## config.mk

```make
export PLATFORM = sky130hd
export DESIGN_NAME = alm_event_latch
export DESIGN_NICKNAME = d
export VERILOG_FILES = /design/src/rtl/alm_latch_pkg.sv /design/src/rtl/alm_sync_edge.sv /design/src/rtl/alm_zero_run.sv /design/src/rtl/alm_sticky_bits.sv /design/src/rtl/alm_event_latch.sv
export SDC_FILE = /design/constraint.sdc
export NUM_CORES = 1
export LEC_CHECK = 0
export ABC_AREA = 1
export BUFFER_PORTS_ARGS = -buffer_cell sky130_fd_sc_hd__buf_2
export CAP_MARGIN = 40
export CELL_PAD_IN_SITES_DETAIL_PLACEMENT = 2
export CELL_PAD_IN_SITES_GLOBAL_PLACEMENT = 2
export CORE_ASPECT_RATIO = 1.2
export CORE_MARGIN = 2
export CORE_UTILIZATION = 30
export DETAILED_ROUTE_END_ITERATION = 12
export PLACE_DENSITY = 0.79
export SLEW_MARGIN = 5
export SYNTH_ARGS = -nofsm -noshare
export SYNTH_HDL_FRONTEND = slang
export SYNTH_SLANG_ARGS = --single-unit
```

## constraint.sdc

```tcl
create_clock -name clk -period 2.8 [get_ports clk]
set_clock_uncertainty 0.1 [all_clocks]
set_input_delay 0.28 -clock clk [delete_from_list [all_inputs] [get_ports clk]]
set_output_delay 0.28 -clock clk [all_outputs]
set_load 0.1 [all_outputs]
```

## src/rtl/alm_latch_pkg.sv

```systemverilog
package alm_latch_pkg;
  localparam int WORD_W  = 16;
  localparam int OVF_N   = 8;
  localparam int ERR_N   = 5;
  localparam int SYNC_N  = 2;
  localparam int LOS_POS = 0;
  localparam int ERR_LO  = 1;
  localparam int SYNC_LO = 6;
  localparam int OVF_LO  = 8;

  // Zero-run limit picked by the short-run select.
  function automatic int unsigned run_limit(input logic short_sel,
                                            input int unsigned long_n,
                                            input int unsigned short_n);
    return short_sel ? short_n : long_n;
  endfunction

  // Assemble the per-cycle set vector in bit order of the latch word.
  function automatic logic [WORD_W-1:0] set_word(input logic [OVF_N-1:0]  ovf,
                                                 input logic [SYNC_N-1:0] chg,
                                                 input logic [ERR_N-1:0]  err,
                                                 input logic              los);
    return {ovf, chg, err, los};
  endfunction
endpackage

```

## src/rtl/alm_sync_edge.sv

```systemverilog
module alm_sync_edge #(
  parameter int N = 2
) (
  input  logic         clk,
  input  logic [N-1:0] lvl,
  output logic [N-1:0] chg
);
  logic [N-1:0] prev_q;

  // The copy tracks the level during reset as well, so a steady level
  // produces no change once reset is released.
  genvar gi;
  generate
    for (gi = 0; gi < N; gi++) begin : g_bit
      always_ff @(posedge clk) prev_q[gi] <= lvl[gi];
      assign chg[gi] = lvl[gi] ^ prev_q[gi];
    end
  endgenerate
endmodule

```

## src/rtl/alm_zero_run.sv

```systemverilog
module alm_zero_run
  import alm_latch_pkg::*;
#(
  parameter int LONG_RUN  = 192,
  parameter int SHORT_RUN = 32,
  localparam int CNT_W    = $clog2(LONG_RUN + 1)
) (
  input  logic clk,
  input  logic rst,
  input  logic rx_valid,
  input  logic rx_bit,
  input  logic short_sel,
  output logic run_evt
);
  logic [CNT_W-1:0] cnt_q;
  logic [CNT_W-1:0] limit;

  assign limit   = CNT_W'(run_limit(short_sel, LONG_RUN, SHORT_RUN));
  assign run_evt = rx_valid && !rx_bit && (cnt_q == limit - 1'b1);

  always_ff @(posedge clk) begin
    if (rst)
      cnt_q <= '0;
    else if (rx_valid) begin
      if (rx_bit)
        cnt_q <= '0;
      else if (cnt_q < limit)
        cnt_q <= cnt_q + 1'b1;
    end
  end

  p_cnt_bound_r8: assert property (@(posedge clk) disable iff (rst)
    cnt_q <= CNT_W'(LONG_RUN));
  p_one_restarts_r7: assert property (@(posedge clk) disable iff (rst)
    rx_valid && rx_bit |=> cnt_q == '0);
  p_idle_holds_r7: assert property (@(posedge clk) disable iff (rst)
    !rx_valid |=> $stable(cnt_q));
  p_single_evt_r8: assert property (@(posedge clk) disable iff (rst)
    run_evt |=> !run_evt);
endmodule

```

## src/rtl/alm_sticky_bits.sv

```systemverilog
module alm_sticky_bits #(
  parameter int W = 16
) (
  input  logic         clk,
  input  logic         rst,
  input  logic [W-1:0] set_i,
  input  logic         clr_i,
  output logic [W-1:0] q
);
  // Set wins over clear, so an event in the read edge survives.
  always_ff @(posedge clk) begin
    if (rst)        q <= '0;
    else if (clr_i) q <= set_i;
    else            q <= q | set_i;
  end

  p_sticky_hold_r12: assert property (@(posedge clk) disable iff (rst)
    !clr_i |=> (q & $past(q)) == $past(q));
  p_clear_keeps_new_r11: assert property (@(posedge clk) disable iff (rst)
    clr_i |=> q == $past(set_i));
  p_set_lands_r2: assert property (@(posedge clk) disable iff (rst)
    1'b1 |=> (q & $past(set_i)) == $past(set_i));
endmodule

```

## src/rtl/alm_event_latch.sv

```systemverilog
module alm_event_latch
  import alm_latch_pkg::*;
#(
  parameter int                ADDR_W    = 8,
  parameter logic [ADDR_W-1:0] ADDR_PRI  = 8'h14,
  parameter logic [ADDR_W-1:0] ADDR_ALT  = 8'h1C,
  parameter int                LONG_RUN  = 192,
  parameter int                SHORT_RUN = 32
) (
  input  logic              clk,
  input  logic              rst,
  input  logic [7:0]        ovf_evt,
  input  logic [4:0]        err_evt,
  input  logic [1:0]        sync_lvl,
  input  logic              rx_valid,
  input  logic              rx_bit,
  input  logic              los_short,
  input  logic              rd_stb,
  input  logic [ADDR_W-1:0] rd_addr,
  output logic [15:0]       rd_data
);
  logic [SYNC_N-1:0] sync_chg;
  logic              los_evt;
  logic              rd_hit;
  logic [WORD_W-1:0] set_vec;
  logic [WORD_W-1:0] latch_q;

  alm_sync_edge #(.N(SYNC_N)) u_sync (
    .clk (clk),
    .lvl (sync_lvl),
    .chg (sync_chg)
  );

  alm_zero_run #(.LONG_RUN(LONG_RUN), .SHORT_RUN(SHORT_RUN)) u_los (
    .clk       (clk),
    .rst       (rst),
    .rx_valid  (rx_valid),
    .rx_bit    (rx_bit),
    .short_sel (los_short),
    .run_evt   (los_evt)
  );

  assign set_vec = set_word(ovf_evt, sync_chg, err_evt, los_evt);
  assign rd_hit  = rd_stb && (rd_addr == ADDR_PRI || rd_addr == ADDR_ALT);

  alm_sticky_bits #(.W(WORD_W)) u_latch (
    .clk   (clk),
    .rst   (rst),
    .set_i (set_vec),
    .clr_i (rd_hit),
    .q     (latch_q)
  );

  always_ff @(posedge clk) begin
    if (rst)         rd_data <= '0;
    else if (rd_hit) rd_data <= latch_q;
  end

  p_read_old_r9: assert property (@(posedge clk) disable iff (rst)
    rd_hit |=> rd_data == $past(latch_q));
  p_miss_quiet_r10: assert property (@(posedge clk) disable iff (rst)
    rd_stb && rd_addr != ADDR_PRI && rd_addr != ADDR_ALT |=> $stable(rd_data));
  p_sync_lands_r4: assert property (@(posedge clk) disable iff (rst)
    sync_chg != '0 |=> (latch_q[7:6] & $past(sync_chg)) == $past(sync_chg));
  p_los_lands_r6: assert property (@(posedge clk) disable iff (rst)
    los_evt |=> latch_q[LOS_POS]);
endmodule

```

# Word-level counts from Yosys, hierarchy flattened
# Index checks and enable logic that the tools add are counted.
dict set report totals {
  register_bits 42
  latchBits 0
  ramBits 0
  mem_bits_ro 0
  output_inout_bits 16
  mem_count 0
}
dict set report op_classes {
  add_sub_neg 2
  n_mul 0
  n_div 0
  order_cmp 1
  eq_ne 3
  n_shift 0
  muxes 4
  bitwise 3
  n_reduce_logical 7
}
# op n
set op_table {}
lappend op_table {{8-bit 2-to-1 mux} 3}
lappend op_table {{8-bit by 5-bit == test with 1-bit output, second input constant} 2}
lappend op_table {{16-bit 2-to-1 mux} 1}
lappend op_table {{16-bit OR} 1}
lappend op_table {{8-bit by 1-bit adder with 8-bit output, second input constant} 1}
lappend op_table {{8-bit == test} 1}
lappend op_table {{8-bit less-than comparator} 1}
lappend op_table {{8-bit by 1-bit subtractor with 8-bit output, second input constant} 1}
lappend op_table {{1-bit logical AND} 3}
lappend op_table {{2-bit AND reduction} 1}
lappend op_table {{2-bit nonzero test} 1}
lappend op_table {{1-bit bitwise XOR} 2}
lappend op_table {{1-bit logical NOT} 1}
lappend op_table {{1-bit logical OR} 1}

# Depth between registers and ports, before layout
# Gate-level depths: netlist (run 1).
dict set report logic_depth {
  word_depth 6
  depth_mapped 10
  ltp_nobuf 10
}

# Cells and area by module
# Synthesis (run 1) repeated with hierarchy kept, for this count alone.
dict set report unflattened {
  hier_cells 292
  area_unflattened_um2 1975.6
}
# module n_inst cells_each area_each_um2
set by_module_without_submodules {}
lappend by_module_without_submodules {alm_event_latch 1 118 762.0}
lappend by_module_without_submodules {alm_zero_run 1 94 578.1}
lappend by_module_without_submodules {alm_sticky_bits 1 68 558.0}
lappend by_module_without_submodules {alm_sync_edge 1 12 77.6}

# Worst setup path after synthesis (run 1)
# Ideal clock, no wire load.
dict set report synth_path {
  path_type {reg2reg}
  start {reg u_los.cnt_q[7]}
  end {reg u_los.cnt_q[5]}
  setup_ns 0.110
  t_arrival_ns 1.187
  t_required_ns 2.590
  path_slack_ns 1.402
  stages_incl_launch_ff 8
  path_buffers 0
  cell_sequence {dfxtp_1 ha_1 a21oi_1 nand2_1 a21oi_1 nand2_1 inv_1 nor2_1}
}
dict set report synth_between {
  elab_chain_len 3
}
# item line
set synth_lines {}
lappend synth_lines {{start: declaration} alm_zero_run.sv:15} ;# logic [CNT_W-1:0] cnt_q;
lappend synth_lines {{start signal: assignment} alm_zero_run.sv:28} ;# cnt_q <= cnt_q + 1'b1;
lappend synth_lines {{8-bit less-than comparator} alm_zero_run.sv:27} ;# else if (cnt_q < limit)
lappend synth_lines {{2-bit nonzero test (no line)} --}
lappend synth_lines {{2-bit AND reduction (no line)} --}
# No other way between the ends.
# A chain may end at the register's enable or synchronous reset.

# Worst setup path in the final report (run 1)
dict set report layout_path {
  start {reg u_los.cnt_q[7]}
  end {reg u_los.cnt_q[7]}
}
dict set report layout_between {
  elab_chain_len 3
}
# item line
set layout_lines {}
lappend layout_lines {{8-bit by 1-bit adder with 8-bit output / 8-bit less-than comparator (equally long branches)} {alm_zero_run.sv:28, alm_zero_run.sv:27}}
lappend layout_lines {{8-bit 2-to-1 mux / 2-bit nonzero test (equally long branches)} --}
lappend layout_lines {{8-bit 2-to-1 mux / 2-bit AND reduction (equally long branches)} --}
# Parallel ways exist; a longest one is shown, timed or not. The select of a mux whose other input is x is not followed.

==> results of run 1 <==
## cell families after synthesis
family | Yosys count | synth area share [%]
and+or+nand+nor | 115 | 27.9
DFF | 42 | 49.6
AOI/OAI and AO/OA | 39 | 11.5
buffers and inverters | 27 | 6.94
adders and majority gates | 4 | 2.95
xor gates and xnor gates | 2 | 1.03
## sequential cells by signal, indices dropped and copies added (netlist names)
name	cells
rd_data	16
u_latch.q	16
u_los.cnt_q	8
u_sync.prev_q	2
## worst max path at each step
stage / startpoint / to / slack (ps)
2_1_floorplan: u_los.cnt_q[7]$_SDFFE_PP0P_ / u_los.cnt_q[5]$_SDFFE_PP0P_ / 1400
3_3_place_gp: los_short / u_los.cnt_q[5]$_SDFFE_PP0P_ / 1070
3_5_place_dp: los_short / u_los.cnt_q[7]$_SDFFE_PP0P_ / 1020
4_1_cts: u_los.cnt_q[7]$_SDFFE_PP0P_ / u_los.cnt_q[7]$_SDFFE_PP0P_ / 1110
5_1_grt: u_los.cnt_q[7]$_SDFFE_PP0P_ / u_los.cnt_q[7]$_SDFFE_PP0P_ / 920
6_report: u_los.cnt_q[7]$_SDFFE_PP0P_ / u_los.cnt_q[7]$_SDFFE_PP0P_ / 1140
## layer usage
layer	vias up	GRT usage [%]	routed length, um
li1	813	-	-
met1	774	17.1	1770
met2	33	29.5	2390
met3	5	4.42	185
met4	0	5.72	55
met5	-	0	0
## cell type report
class,count,area (um^2)
fill,668,3490
sequential,42,841
multi-input combinational,160,736
timing repair buffer,46,243
tap,64,80.1
clock buffer,5,68.8
inverter,18,68.8
clock inverter,3,25.0
## through the flow
stage / hold slack, ps / setup WS [ps] / utilization, % / std cells / area (um^2)
finish: 81.3 / 1140 / 37.1 / 338 / 2060
floorplan: 208 / 1400 / - / 229 / 1690
CTS: 73.7 / 1110 / 37.1 / 338 / 2060
detailed placement: 311 / 1020 / 35.1 / 328 / 1950
global route: 76.5 / 923 / 37.1 / 338 / 2060
global placement: 308 / 1070 / 35.1 / 328 / 1950
## repair_timing
action / 4_1_cts / 5_1_grt
hold endpoints to repair: 2 / 0
hold buffers: 2 / 0
endpoints found under the setup margin: 0 / 0
## critical path, delay by kind of cell, from the launching register on
| family | cells | cell delay, ps |
|---|---|---|
| simple gates | 3 | 240 |
| compound gates | 2 | 510 |
| buf+inv | 1 | 60 |
| fa+ha+maj | 1 | 310 |
| flops | 1 | 340 |
## cell usage after synthesis, drive strengths merged
cell type  number
nand2          37
nor2           62
ha              4
clkbuf          3
buf             6
nor3b           1
o21ai          19
nand4           1
xnor2           2
a21oi          20
nor3            2
inv            17
nand3          12
dfxtp          42
clkinv          1
## report_power, final
group          switching (uW)  total (uW)  internal (uW)
Clock                     229         409            180
Combinational            71.7         120           47.9
Sequential               15.1         637            622
Total                     316        1170            850
==> flow_summary.yaml, run 1 <==
outcome:
  status: "complete, no violations"
worst_setup_path:
  rrSetupSlack_ps: 1140
  r2r-end: "u_los.cnt_q[7]$_SDFFE_PP0P_"
  slowest_stage: "a21oi_1"
  reg2reg_from: "u_los.cnt_q[7]$_SDFFE_PP0P_"
  critPathLaunchType: "flop"
  max_stage_delay_ps: 360
  path_max_fanout: 4
  rr_worst_depth: 7
  cp.arrival_ps: 1760
  critical_path.cell_chain: "ha_1 -> a21oi_1 -> nand2_1 -> a21oi_1 -> nand2_1 -> inv_1 -> nor2_1"
  crit_required_ps: 2900
  cp-end-kind: "flop"
  crit_type: "reg -> reg"
synth:
  syn_nets: 262
  ys_ff_latch: 42
  syn_area_um2: 1690
  yosysTopAreaCell: "dfxtp_1"
  synth_warnings: 0
  syn_area_per_cell_um2: 7.40
  synth.area.top_cells: "dfxtp_1, nor2_1, nand2_1"
  ys_seq_area_share_pct: 49.6
  ys_types: 20
  synth_top_area_share_pct: 49.6
  synth_cells: 229
global_route:
  grt_start_max_net_pins: 24
  grtUsageTotal_pct: 16.0
  antenna_found_initial: 0
  grt_pass1_vias: 1768
  grt.overflow.total: 0
  grt_pass1_wl_um: 7760
timing:
  max_slew.worst_pin.slew_ps: 499
  grt_setup_unrepaired: "false"
  tns_ps: 0
  relSlewSlack_pct: 67.0
  period_share_pct: 59.1
  hold_viol: 0
  drv_slew: 0
  fmax_ghz: 0.604
  fin_crit_ps: 1660
  final-setup-viol-count: 0
power_and_ir_drop:
  peakVddDrop_v: 0.000327
  p_leak_uw: 0.000954
  finalPower_uw: 1170
  powerDensity_nw_per_um2: 565
detailed_routing:
  drc: 0
  firstDrtPassIters: 4
  ant_nets: 0
  wl_um: 4400
  via_per_inst: 4.81
  vias: 1625
  drtIter0Drc: 32
  wire_per_inst_um: 13.0
finish:
  drive_gt1_share_pct: 21.9
  final_nets: 306
  final_common_cell: "nor2_1"
  diodes: 0
  final_cell_mix: "nor2_1, buf_2, dfxtp_1"
  syn_to_final_growth_pct: 21.7
cts:
  cts_buffer_depth: 2
  h-tree-depth: 2
  post_cts_buffers: 0
  cts_buffers: 5
  cts_tree: "done"
  cts_sinks: 42
  clock_latency_ps: 300
  cts.clk_slew.worst_paths_ps: 90
  cts-root-buf: "clkbuf_8"
  ctsResizeCount: 0
place:
  io_buffers: 43
  place_hpwl_um: 3200
  gp_congestion: 0.781
worst_hold_path:
  hold_path_depth: 3
  min_path_type: "in -> reg"
  hold_end: "u_latch.q[10]$_SDFF_PP0_"
  min_from: "ovf_evt[2]"
floorplan:
  boundaryPins: 45
  rows: 30
  design.core.area_um2: 5560
  die_y_um: 86.3
  die_area_um2: 6270
  die_x_um: 72.6
  start_util_pct: 30.5
flow_run:
  max_cap_viol_count: 0
Note: power is estimated with default switching activity, not from simulation.
==> run 2, diff against run 1 <==
--- a/config.mk
+++ b/config.mk
@@ -12,9 +12,9 @@
 export CELL_PAD_IN_SITES_GLOBAL_PLACEMENT = 2
 export CORE_ASPECT_RATIO = 1.2
 export CORE_MARGIN = 2
-export CORE_UTILIZATION = 30
+export CORE_UTILIZATION = 25
 export DETAILED_ROUTE_END_ITERATION = 12
-export PLACE_DENSITY = 0.79
+export PLACE_DENSITY = 0.7
 export SLEW_MARGIN = 5
 export SYNTH_ARGS = -nofsm -noshare
 export SYNTH_HDL_FRONTEND = slang
==> constraint.sdc (replaced) <==
create_clock -name clk -period 1.35 [get_ports clk]
set_clock_uncertainty 0.1 [all_clocks]
set_input_delay 0.135 -clock clk [delete_from_list [all_inputs] [get_ports clk]]
set_output_delay 0.135 -clock clk [all_outputs]
set_load 0.1 [all_outputs]
==> run 2 against run 1 <==
The run now ends with negative setup slack left. Via count grew 6.4%. Sequential share of layout area decreased by 6.5 points. Sequential power up 110%. Combinational power increased to 3.3 times the previous value. Clock power increased by 87%. Cell area up 20%. Largest cell class is now multi-input combinational cells.
==> flow_summary.yaml, run 2 (synthesis results as in run 1) <==
power_and_ir_drop:
  p_leak_uw: 0.00109
  peakVddDrop_v: 0.000447
  powerDensity_nw_per_um2: 1010
worst_setup_path:
  critPathLaunchType: "flop"
  rrSetupSlack_ps: -60
  cp.arrival_ps: 1550
  crit_type: "reg -> reg"
  rr_worst_depth: 9
  slowest_stage: "dfxtp_2"
  critical_path.cell_chain: "ha_4 -> a21oi_4 -> nand2_4 -> nand2_4 -> buf_12 -> nand3_2 -> nand2_1 -> inv_1 -> nor2_1"
  max_stage_delay_ps: 340
  path_max_fanout: 5
  cp_top_family: "simple AND/OR/NAND/NOR gates"
  crit_buf_inv: 2
  cp-end-kind: "flop"
  cp_common_cell: "nand2_4"
  reg2reg_from: "u_los.cnt_q[7]$_SDFFE_PP0P_"
  r2r-end: "u_los.cnt_q[3]$_SDFFE_PP0P_"
  crit_required_ps: 1480
cts:
  h-tree-depth: 2
  clock_latency_ps: 290
  cts_buffers: 5
  cts_buffer_depth: 2
  cts.clk_slew.worst_paths_ps: 80
  cts_tree: "done"
  post_cts_buffers: 0
  cts_sinks: 42
  cts-root-buf: "clkbuf_8"
timing:
  max_slew.worst_pin.slew_ps: 492
  drv_slew: 0
  period_share_pct: 105
  hold_viol: 0
  worst_slack_ps: -63.7
  hold_slack_ps: 111
  fin_crit_ps: 1410
  final-setup-viol-count: 8
  fmax_ghz: 0.707
  grt_setup_unrepaired: "true"
  relSlewSlack_pct: 67.4
detailed_routing:
  ant_nets: 0
  vias: 1729
  wire_per_inst_um: 13.3
  drc: 0
  firstDrtPassIters: 3
  wl_um: 5120
  via_per_inst: 4.49
  drtIter0Drc: 24
worst_hold_path:
  hold_path_depth: 4
  min_from: "rx_bit"
  min_path_type: "in -> reg"
  hold_end: "u_los.cnt_q[2]$_SDFFE_PP0P_"
place:
  gp_congestion: 0.763
  io_buffers: 43
  dp_slack_ps: -122
  place_hpwl_um: 3660
floorplan:
  start_util_pct: 26.1
  design.core.area_um2: 6490
  die_x_um: 79.1
  die_y_um: 94.2
  die_area_um2: 7450
  boundaryPins: 45
  rows: 32
finish:
  final_common_cell: "nor2_1"
  drive_gt1_share_pct: 32.0
  final_cell_mix: "nor2_1, buf_2, dfxtp_1"
  reg_top3: "rd_data x16, u_latch.q x16, u_los.cnt_q x8"
  syn_to_final_growth_pct: 45.6
  diodes: 0
  final_nets: 333
global_route:
  grtUsageTotal_pct: 15.0
  grt_start_max_net_pins: 24
  grt_pass1_wl_um: 8650
  grt.overflow.total: 0
  grt_pass1_vias: 1895
  antenna_found_initial: 0
flow_run:
  max_cap_viol_count: 0
outcome:
  violations: "negative setup slack"
  status: "finished with violations"
[run 2: cell count changes in the layout (fill, tap and decap cells not counted), moves of 4 or more]
cell	change
buf_4	+13
dlygate4sd3_1	+13
buf_2	-5
clkbuf_4	+5
a21oi_1	-4
dfxtp_1	-4
dfxtp_2	+4
ha_1	-4
[run 2: worst max-delay path by stage]
stage	from	end	slack (ps)	cells past startpoint
floorplan	u_los.cnt_q[7]$_SDFFE_PP0P_	u_los.cnt_q[6]$_SDFFE_PP0P_	20	7
finish	u_los.cnt_q[7]$_SDFFE_PP0P_	u_los.cnt_q[3]$_SDFFE_PP0P_	-60	9
detailed placement	u_los.cnt_q[7]$_SDFFE_PP0P_	u_los.cnt_q[7]$_SDFFE_PP0P_	-120	8
global route	u_los.cnt_q[7]$_SDFFE_PP0P_	u_los.cnt_q[3]$_SDFFE_PP0P_	-150	9
global placement	u_los.cnt_q[7]$_SDFFE_PP0P_	u_los.cnt_q[1]$_SDFFE_PP0P_	-70	8
CTS	u_los.cnt_q[7]$_SDFFE_PP0P_	u_los.cnt_q[1]$_SDFFE_PP0P_	-60	8
[run 2: stage by stage]
step                      setup TNS, ps  instances  util, %  power [uW]  cell area (um^2)
after floorplan                       0        229        -        1520              1720
after global placement             -482        363     32.6        1640              2110
after detailed placement           -792        363     32.6        1660              2110
after CTS                          -279        385     37.3        2520              2420
after global routing               -927        385     38.0        2630              2470
final                              -323        385     38.0        2480              2470
[run 2: area by class of cell]
class | instances | area [um^2]
Inverter | 18 | 68.8
Fill cell | 768 | 4020
Timing Repair Buffer | 73 | 503
Tap cell | 85 | 106
Sequential cell | 42 | 846
Clock buffer | 5 | 68.8
Multi-Input combinational cell | 160 | 863
Clock inverter | 2 | 10.0
[run 2: worst register-to-register path: cells and delay by family (launching register included)]
| kind | cells | cell delay [ps] |
|---|---|---|
| simple gates | 5 | 370 |
| flops | 1 | 340 |
| fa+ha+maj | 1 | 240 |
| compound gates | 1 | 150 |
| buf+inv | 2 | 150 |
[run 2: where the power goes]
group | internal (uW) | leakage, uW | switching (uW)
clock | 347 | 0.0000438 | 418
combinational | 189 | 0.000699 | 202
sequential | 1290 | 0.000346 | 30.2
total | 1830 | 0.00109 | 651
[run 2: repair_timing]
action                     in CTS  in global routing
pin swaps                      13                  3
hold buffers                   15                  0
hold endpoints to repair       15                  0
setup endpoints to repair       9                 14
cloned                          0                  0
resized for setup              18                 15
[run 2: per-layer routing]
layer  wire [um]  track usage (%)  up-vias
met2        3000             30.4       25
met5           0                0        -
met3         171             3.46        5
met1        1910             14.9      830
met4          43             4.31        0
li1            -                -      869
